### src/rtl/wiper_pkg.sv
package wiper_pkg;

    localparam int A_W   = 7;
    localparam int B_W   = 8;
    localparam int IDX_W = 8;

    typedef enum logic [1:0] {
        ST_RECALL  = 2'd0,
        ST_IDLE    = 2'd1,
        ST_NV_BUSY = 2'd2
    } ctl_state_e;

    typedef struct packed {
        logic           sel;
        logic [B_W-1:0] data;
    } wr_req_t;

endpackage

### src/rtl/tap_encoder.sv
module tap_encoder
    import wiper_pkg::*;
#(
    parameter int TAPS    = 100,
    parameter int SEG     = 25,
    parameter int CLAMP_HI = 96
) (
    input  logic signed [IDX_W-1:0] idx,
    output logic        [A_W-1:0]   code
);

    localparam int LAST = TAPS - 1;

    int v;
    int r;

    always_comb begin
        v = int'(idx);
        if (v < 0) begin
            r = 0;
        end else if (v > LAST) begin
            r = CLAMP_HI;
        end else if (v < SEG) begin
            r = v;
        end else if (v < 2 * SEG) begin
            r = 88 - v;
        end else if (v < 3 * SEG) begin
            r = v + 14;
        end else begin
            r = 195 - v;
        end
        code = r[A_W-1:0];
    end

endmodule

### src/rtl/wiper_seq.sv
module wiper_seq
    import wiper_pkg::*;
#(
    parameter int NV_CYCLES = 8
) (
    input  logic           clk,
    input  logic           rst_n,
    input  logic           cmd_valid,
    input  logic           cmd_sel,
    input  logic           cmd_nv,
    input  logic [B_W-1:0] cmd_data,
    input  logic           wel,
    output logic           recall,
    output logic           vol_we,
    output logic           nv_commit,
    output wr_req_t        pend,
    output logic           busy
);

    localparam int CNT_W = $clog2(NV_CYCLES + 1);

    ctl_state_e       state;
    ctl_state_e       nxt;
    logic [CNT_W-1:0] cnt;
    logic             nv_start;

    assign nv_start = (state == ST_IDLE) && cmd_valid && cmd_nv && wel;

    always_ff @(posedge clk or negedge rst_n) begin
        if (!rst_n) state <= ST_RECALL;
        else        state <= nxt;
    end

    always_comb begin
        nxt = state;
        unique case (state)
            ST_RECALL:  nxt = ST_IDLE;
            ST_IDLE:    if (nv_start) nxt = ST_NV_BUSY;
            ST_NV_BUSY: if (cnt == '0) nxt = ST_IDLE;
            default:    nxt = ST_RECALL;
        endcase
    end

    always_ff @(posedge clk or negedge rst_n) begin
        if (!rst_n) begin
            cnt  <= '0;
            pend <= '0;
        end else if (nv_start) begin
            cnt  <= CNT_W'(NV_CYCLES - 1);
            pend <= '{sel: cmd_sel, data: cmd_data};
        end else if (state == ST_NV_BUSY && cnt != '0) begin
            cnt <= cnt - 1'b1;
        end
    end

    always_comb begin
        recall    = 1'b0;
        vol_we    = 1'b0;
        nv_commit = 1'b0;
        busy      = 1'b1;
        unique case (state)
            ST_RECALL:  recall = 1'b1;
            ST_IDLE: begin
                busy   = 1'b0;
                vol_we = cmd_valid && !cmd_nv;
            end
            ST_NV_BUSY: nv_commit = (cnt == '0);
            default:    busy = 1'b1;
        endcase
    end

endmodule

### src/rtl/nv_shadow.sv
module nv_shadow
    import wiper_pkg::*;
#(
    parameter logic [A_W-1:0] SHADOW_A_INIT = 7'd20,
    parameter logic [B_W-1:0] SHADOW_B_INIT = 8'd128
) (
    input  logic           clk,
    input  logic           nv_commit,
    input  wr_req_t        pend,
    output logic [A_W-1:0] shadow_a,
    output logic [B_W-1:0] shadow_b
);

    logic [A_W-1:0] sa = SHADOW_A_INIT;
    logic [B_W-1:0] sb = SHADOW_B_INIT;

    always_ff @(posedge clk) begin
        if (nv_commit) begin
            if (pend.sel) sb <= pend.data;
            else          sa <= pend.data[A_W-1:0];
        end
    end

    assign shadow_a = sa;
    assign shadow_b = sb;

endmodule

### src/rtl/wiper_bank.sv
module wiper_bank
    import wiper_pkg::*;
(
    input  logic           clk,
    input  logic           rst_n,
    input  logic           recall,
    input  logic           vol_we,
    input  logic           cmd_sel,
    input  logic [B_W-1:0] cmd_data,
    input  logic           nv_commit,
    input  wr_req_t        pend,
    input  logic [A_W-1:0] shadow_a,
    input  logic [B_W-1:0] shadow_b,
    output logic [A_W-1:0] wiper_a,
    output logic [B_W-1:0] wiper_b
);

    always_ff @(posedge clk or negedge rst_n) begin
        if (!rst_n) begin
            wiper_a <= '0;
            wiper_b <= '0;
        end else if (recall) begin
            wiper_a <= shadow_a;
            wiper_b <= shadow_b;
        end else if (nv_commit) begin
            if (pend.sel) wiper_b <= pend.data;
            else          wiper_a <= pend.data[A_W-1:0];
        end else if (vol_we) begin
            if (cmd_sel) wiper_b <= cmd_data;
            else         wiper_a <= cmd_data[A_W-1:0];
        end
    end

endmodule

### src/rtl/dual_pot_wiper_ctrl.sv
module dual_pot_wiper_ctrl
    import wiper_pkg::*;
#(
    parameter int              NV_CYCLES     = 8,
    parameter logic [A_W-1:0]  SHADOW_A_INIT = 7'd20,
    parameter logic [B_W-1:0]  SHADOW_B_INIT = 8'd128
) (
    input  logic                    clk,
    input  logic                    rst_n,
    input  logic                    cmd_valid,
    input  logic                    cmd_sel,
    input  logic                    cmd_nv,
    input  logic [B_W-1:0]          cmd_data,
    input  logic                    wel,
    input  logic signed [IDX_W-1:0] tap_req,
    output logic [A_W-1:0]          tap_code,
    output logic [A_W-1:0]          wiper_a,
    output logic [B_W-1:0]          wiper_b,
    output logic                    busy
);

    logic           recall;
    logic           vol_we;
    logic           nv_commit;
    wr_req_t        pend;
    logic [A_W-1:0] shadow_a;
    logic [B_W-1:0] shadow_b;

    wiper_seq #(.NV_CYCLES(NV_CYCLES)) u_seq (
        .clk(clk), .rst_n(rst_n), .cmd_valid(cmd_valid), .cmd_sel(cmd_sel),
        .cmd_nv(cmd_nv), .cmd_data(cmd_data), .wel(wel), .recall(recall),
        .vol_we(vol_we), .nv_commit(nv_commit), .pend(pend), .busy(busy)
    );

    nv_shadow #(.SHADOW_A_INIT(SHADOW_A_INIT), .SHADOW_B_INIT(SHADOW_B_INIT)) u_nv (
        .clk(clk), .nv_commit(nv_commit), .pend(pend),
        .shadow_a(shadow_a), .shadow_b(shadow_b)
    );

    wiper_bank u_bank (
        .clk(clk), .rst_n(rst_n), .recall(recall), .vol_we(vol_we),
        .cmd_sel(cmd_sel), .cmd_data(cmd_data), .nv_commit(nv_commit),
        .pend(pend), .shadow_a(shadow_a), .shadow_b(shadow_b),
        .wiper_a(wiper_a), .wiper_b(wiper_b)
    );

    tap_encoder u_enc (
        .idx(tap_req), .code(tap_code)
    );

endmodule

### config.mk
export PLATFORM = sky130hd
export DESIGN_NAME = dual_pot_wiper_ctrl
export DESIGN_NICKNAME = d
export VERILOG_FILES = /design/src/rtl/wiper_pkg.sv /design/src/rtl/tap_encoder.sv /design/src/rtl/wiper_seq.sv /design/src/rtl/nv_shadow.sv /design/src/rtl/wiper_bank.sv /design/src/rtl/dual_pot_wiper_ctrl.sv
export SDC_FILE = /design/constraint.sdc
export NUM_CORES = 1
export LEC_CHECK = 0
export CAP_MARGIN = 0
export CORE_MARGIN = 5
export CORE_UTILIZATION = 53
export CTS_CLUSTER_DIAMETER = 200
export DETAILED_ROUTE_END_ITERATION = 10
export PLACE_DENSITY = 0.8
export SYNTH_ARGS = -nofsm -noshare
export SYNTH_HDL_FRONTEND = slang
export SYNTH_HIERARCHICAL = 1
export SYNTH_SLANG_ARGS = --single-unit
export TNS_END_PERCENT = 10
### constraint.sdc
create_clock -name clk -period 2.79 [get_ports clk]
set_input_delay 0.4185 -clock clk [delete_from_list [all_inputs] [get_ports clk]]
set_output_delay 0.4185 -clock clk [all_outputs]
set_load 0.02 [all_outputs]
==> results.md, run 1 <==
* Clock transition at the registers of the reported paths at 80 ps
* Clock sink count at 45
* Busiest grt layer: met2
* Syn_area_per_cell at 11.1 um^2
* Final non-filler cell total at 386
* Share of cells above drive strength 1 at 0.320
* Io pins at 45
* Mapped Nets at 269
* GRT overflow at 0
* CP required at 2370 ps
* Slew Viols, Final at 0
* Worst-path cell chain: dlygate4sd2_1, inv_1, ha_1, nand3b_1, buf_4, a21oi_1, buf_4, o311a_1, dlygate4sd2_1
* Slew margin rel. at 0.618
* Met1 GRT Util at 0.285
* Pwr per Cell Area at 743 nW/um^2
* Inst Count DP at 374
* Routability Congestion at 0.871
* Synth Flop Type: dfrtp_1
* GRT Overall Usage at 0.208
* Vias in the first global route at 2091
* Outcome: finished, final reports clean
* Final hold viol count at 0
* Initial antenna violation count at 0
* Pre-antenna DRT Iters at 4
* Final Setup Violations at 0
* Total CTS buffers at 5
* Kind of cell adding the most delay to the critical path: buffers and inverters
* DRT iter0 DRCs at 123
* Clock skew at 5.44 ps
* Yosys reg bits at 45
* Seq/Total Area, Yosys at 0.453
* Antenna Nets Post-Route at 0
* Post-Syn Area at 2650 um^2
* Post-synth EDFFs at 15
* Most common cell after layout, fill and taps aside: buf_4
* Vias per cell at 5.60
* Ys async rst share at 0.667
* Crit path kind: input port to output port
* Critical Path Fanout Max at 5
* RSZ-0062 raised after global routing: false
* Met3 Track Usage GR at 0.0381
* Setup WS post-layout at 94.7 ps
* Starting Density at 0.553
* Hold-fix buffers, CTS at 0
* Largest incremental delay on the critical path at 340 ps
* Core area at 4790 um^2
* Leakage at 1.49 nW
* Max H-tree Level at 2
* Fin nets at 349
* Cells after Synth at 238
* Maximum clock path buffer count at 2
* Period utilization at 0.966
* Layout area overhead at 34.2%
* Post-layout util at 0.743
* Yosys cell types at 53
* Global-route wire length before repair at 10300 um
* Die H at 80.7 um
* Slowest cell on crit path: dlygate4sd2_1
* Met2 usage at 0.335
* Placement Rows at 25
* Total Wirelength at 6280 um
* DR vias at 2160
* Die Wd at 80.7 um
* DP HPWL at 4480 um
* Max_cap viols at 0
* Commonest cells after routing, fill and taps aside: 43 x buf_4, 31 x clkdlybuf4s50_1, 30 x dfrtp_1
* # DRC at 0
* Inserted Diodes at 0
* DR WL/cell at 16.3 um
* Slew @ Worst Pin at 571 ps
* Die area at 6510 um^2
* Hold slack at 482 ps
* Syn. warnings at 6
* Crit end category: output port
* CTS tree: yes
* Hold Crit Class: register to register
* Startpoint Class: input port
* Buffers & Inverters on Critical Path at 5
* FILL cells at 338
* Root buffer cell: clkbuf_8
* Largest net degree at the start of global routing at 45
* VDD IR max at 0.781 mV
* Clk Latency, worst-skew pair at 290 ps
* Fmax at 371 MHz
* WP data arrival at 2280 ps
* Setup WS pre-CTS at -680 ps
* Fin crit period at 2700 ps
* Port Buffers at 44
==> cells in the mapped netlist (all sizes together) (2+ instances only) <==
cell / n / area, um^2
dfrtp: 30 / 751
or3: 3 / 18.8
and2: 4 / 28.8
a211o: 2 / 17.5
nor3b: 2 / 15.0
mux2: 17 / 191
nand2b: 9 / 63.8
buf: 8 / 51.3
inv: 24 / 90.1
a21boi: 2 / 15.0
a31o: 2 / 17.5
a221oi: 15 / 175
o311a: 4 / 40.0
a2111oi: 3 / 70.1
nor3: 6 / 41.3
a21oi: 7 / 35.0
nand2: 7 / 26.3
edfxtp: 15 / 450
nor2: 19 / 71.3
ha: 9 / 113
xnor2: 4 / 35.0
nand3b: 3 / 22.5
nand3: 2 / 10.0
o21ai: 5 / 25.0
a211oi: 16 / 125
clkbuf: 6 / 22.5
==> cells by family after synthesis <==
kind of cell / count (synthesis) / synth area share
muxes: 18 / 0.0760
adders and majority gates: 9 / 0.0425
DFF: 45 / 0.453
AOI/OAI and AO/OA: 64 / 0.226
and+or+nand+nor: 60 / 0.127
xor gates and xnor gates: 4 / 0.0132
buffers and inverters: 38 / 0.0619
==> routing by layer <==
metal / wire length [um] / share of wire
met1: 2970 / 0.47
met2: 3040 / 0.48
met3: 188 / 0.030
met4: 77 / 0.012
met5: 0 / 0
==> worst reg2reg max path, stage by stage, from the launching register on <==
cell and delay, ps:
dfrtp_1 410, inv_1 70, ha_1 170, nand3b_1 120, nor3_1 160, buf_4 240, nand2_1 230, and2_0 370
a221oi_1 330
==> power breakdown <==
part           internal, mW  switching [mW]  leakage, nW
clock                 0.269           0.215       0.0554
sequential            0.914           0.154        0.475
combinational         0.551           0.536        0.957
==> layout make-up <==
cell class	instances	area [um^2]	area share
tap	67	83.8	0.0236
clock inverter	2	38.8	0.0109
multi-input combinational	155	1330	0.373
timing repair buffer	87	742	0.209
clock buffer	6	72.6	0.0204
sequential	45	1200	0.338
inverter	24	90.1	0.0253
==> path summary, 6_finish.rpt <==
path	to	from	depth (start not counted)	slack (ps)
min in group asynchronous	u_bank/wiper_b[4]	rst_n	2	510
setup / recovery	tap_code[6]	tap_req[1]	9	90
setup reg to reg	u_bank/wiper_b[5]	u_seq/cnt[0]	8	580
max in group asynchronous	u_seq/pend[5]	rst_n	2	1990
hold / removal	u_nv/shadow_a[1]	u_seq/pend[1]	0	480
hold reg to reg	u_nv/shadow_a[1]	u_seq/pend[1]	0	480
==> sequential cells by signal (all words and copies together), names as in the netlist <==
register	count
u_bank/wiper_b	8
u_seq/cnt	4
u_seq/state	2
u_nv/shadow_b	8
u_seq/pend	9
u_nv/shadow_a	7
u_bank/wiper_a	7
==> metrics by stage <==
stage | cell area, um^2 | power (mW) | setup TNS [ps]
after detailed placement | 3390 | 2.16 | -3950
after global placement | 3390 | 2.12 | -3660
after global routing | 3550 | 2.81 | 0
after CTS | 3530 | 2.64 | 0
final | 3550 | 2.64 | 0
after floorplan | 2650 | 1.71 | 0
==> timing repair <==
action,CTS,global route
endpoints found under the hold margin,0,0
setup endpoints to repair,7,7
pin swaps,5,7
buffers inserted,2,2
resized for setup,38,11
Power figures use the tool's default switching activity.
==> inputs of run 2 (changes only) <==
--- a/config.mk
+++ b/config.mk
@@ -5,7 +5,8 @@
 export SDC_FILE = /design/constraint.sdc
 export NUM_CORES = 1
 export LEC_CHECK = 0
-export CAP_MARGIN = 0
+export CAP_MARGIN = 5
+export CORE_ASPECT_RATIO = 1.25
 export CORE_MARGIN = 5
 export CORE_UTILIZATION = 53
 export CTS_CLUSTER_DIAMETER = 200
==> run 2 against run 1 <==
Effect of this change: sequential power about the same; worst hold slack got worse by 3.2 ps; die area rose by 0.13%; maximum frequency decreased by 1.4%; wire length rose by 5.4%; worst setup slack got worse by 37 ps; largest cell class unchanged; sequential cell count unchanged; cell count decreased by 3.1%; critical endpoint is now tap_code[5]; clock power fell by 17%; design area decreased by 1.5%; first-iteration DRC count is 30% lower; largest power group unchanged; critical path depth down 1.
==> results.md, run 2 (same netlist as run 1, synthesis figures left out) <==
* CTS tree: yes (unchanged)
* # DRC at 0 (unchanged)
* Post-layout util at 0.729 (was 0.743)
* Met2 usage at 0.397 (was 0.335)
* Root buffer cell: clkbuf_8 (unchanged)
* GRT Overall Usage at 0.213 (was 0.208)
* Critical Path Fanout Max at 5 (unchanged)
* Fin nets at 344 (was 349)
* Vias in the first global route at 2233 (was 2091)
* Hold-fix buffers, CTS at 0 (unchanged)
* Outcome: finished, final reports clean (unchanged)
* DR vias at 2131 (was 2160)
* Slew margin rel. at 0.573 (was 0.618)
* Max_cap viols at 0 (unchanged)
* Setup WS pre-CTS at -706 ps (was -680 ps)
* DR WL/cell at 17.7 um (was 16.3 um)
* Number of flip-flops in the largest register at 9 (unchanged)
* Met1 GRT Util at 0.230 (was 0.285)
* Starting Density at 0.552 (was 0.553)
* Clock skew at 6.69 ps (was 5.44 ps)
* DP HPWL at 4950 um (was 4480 um)
* Internal power at 1.66 mW (was 1.73 mW)
* Placement Rows at 28 (was 25)
* Die area at 6520 um^2 (was 6510 um^2)
* Commonest cells after routing, fill and taps aside: 40 x buf_4, 31 x clkdlybuf4s50_1, 30 x dfrtp_1 (was 43 x buf_4, 31 x clkdlybuf4s50_1, 30 x dfrtp_1)
* Max H-tree Level at 2 (unchanged)
* VDD IR max at 0.730 mV (was 0.781 mV)
* Setup WS post-layout at 57.8 ps (was 94.7 ps)
* Crit end category: output port (unchanged)
* Sw Share at 0.352 (was 0.343)
* Hold Crit Class: register to register (unchanged)
* Pwr per Cell Area at 734 nW/um^2 (was 743 nW/um^2)
* Core area at 4800 um^2 (was 4790 um^2)
* Die Wd at 73.2 um (was 80.7 um)
* Startpoint Class: input port (unchanged)
* Die H at 89.0 um (was 80.7 um)
* Power share of the sequential group at 0.419 (was 0.405)
* Power Total at 2.57 mW (was 2.64 mW)
* Busiest grt layer: met2 (unchanged)
* Fmax at 366 MHz (was 371 MHz)
* Initial antenna violation count at 0 (unchanged)
* Clock sink count at 45 (unchanged)
* Inserted Diodes at 0 (unchanged)
* DRT iter0 DRCs at 86 (was 123)
* Crit path kind: input port to output port (unchanged)
* Layout area overhead at 32.1% (was 34.2%)
* FF+latch area at 1200 um^2 (unchanged)
* Global-route wire length before repair at 10500 um (was 10300 um)
* Maximum clock path buffer count at 2 (unchanged)
* CP required at 2370 ps (about the same)
* Combinational power share at 0.424 (was 0.412)
* NetSw at 0.904 mW (was 0.906 mW)
* Slew Viols, Final at 0 (unchanged)
* Clock transition at the registers of the reported paths at 70 ps (was 80 ps)
* Multi-input logic area at 1330 um^2 (about the same)
* Port Buffers at 44 (unchanged)
* Slew @ Worst Pin at 638 ps (was 571 ps)
* Total Wirelength at 6620 um (was 6280 um)
* Final Setup Violations at 0 (unchanged)
* Met3 Track Usage GR at 0.0349 (was 0.0381)
* Pre-antenna DRT Iters at 4 (unchanged)
* Leakage at 1.47 nW (was 1.49 nW)
* GRT overflow at 0 (unchanged)
* Largest Register: u_seq/pend (unchanged)
* WP data arrival at 2310 ps (was 2280 ps)
* Fin crit period at 2730 ps (was 2700 ps)
* Io pins at 45 (unchanged)
* Clk Latency, worst-skew pair at 290 ps (about the same)
* FILL cells at 337 (was 338)
* Largest net degree at the start of global routing at 31 (was 45)
* Final hold viol count at 0 (unchanged)
* Share of cells above drive strength 1 at 0.312 (was 0.320)
* Most common cell after layout, fill and taps aside: buf_4 (unchanged)
* Vias per cell at 5.70 (was 5.60)
* Routability Congestion at 0.884 (was 0.871)
* Period utilization at 0.979 (was 0.966)
* Clock share of power at 0.157 (was 0.183)
* Antenna Nets Post-Route at 0 (unchanged)
* Total CTS buffers at 5 (unchanged)
==> run 2: cell count changes in the layout (fill, tap and decap cells not counted), moves of 2 or more <==
cell            before  now
a21oi_2              0    2
dlymetal6s2s_1       2    4
ha_2                 2    4
a211oi_2             2    0
buf_4               43   40
buf_6                2    0
a21oi_1              7    5
==> run 2: repair_timing <==
| item | 4_1_cts | 5_1_grt |
|---|---|---|
| setup endpoints to repair | 7 | 7 |
| buffers inserted | 0 | 1 |
| resized for setup | 34 | 11 |
| pin swaps | 4 | 5 |
==> run 2: layout make-up <==
class | count | area share
multi-input cells | 155 | 0.380
flip-flops and latches | 45 | 0.343
well taps | 60 | 0.0215
clock buffers | 8 | 0.0257
inverters | 24 | 0.0257
repair buffers | 82 | 0.203
==> run 2: power groups by stage <==
stage	registers [mW]	logic, mW	clock network (mW)
after floorplan	1.17	0.537	0
after global placement	1.08	1.06	0
after detailed placement	1.09	1.09	0
after CTS	1.08	1.09	0.422
after global routing	1.11	1.17	0.444
final	1.08	1.09	0.404
==> run 2: final timing paths <==
path                               startpoint                end  slack (ps)  depth (start not counted)
worst max register to register   u_seq/cnt[0]  u_bank/wiper_b[0]         530                          8
worst min-delay path            u_seq/pend[7]   u_nv/shadow_b[7]         480                          0
min in group asynchronous               rst_n      u_seq/pend[5]         510                          2
max in group asynchronous               rst_n  u_bank/wiper_b[0]        2000                          2
worst max-delay path               tap_req[3]        tap_code[5]          60                          8
worst min register to register  u_seq/pend[7]   u_nv/shadow_b[7]         480                          0
==> run 2: routing by layer <==
metal | up-vias | share of wire
li1 | 1034 | -
met1 | 1009 | 0.39
met2 | 74 | 0.53
met3 | 14 | 0.049
met4 | 0 | 0.030
met5 | - | 0
==> run 2: critical path: stages <==
cell and delay [ps]:
dlygate4sd2_1 290, ha_2 220, a2111oi_4 370, nor2_2 130, buf_4 150, o31a_1 290
mux2_4 300, buf_4 160
==> run 2: metrics by stage <==
step                setup TNS, ps  cell area [um^2]  hold WS, ps  std cells
floorplan                       0              2650          123        238
global placement            -3700              3380          458        365
detailed placement          -3880              3380          466        365
CTS                          -849              3470          483        373
global route                -14.5              3500          496        374
finish                          0              3500          479        374
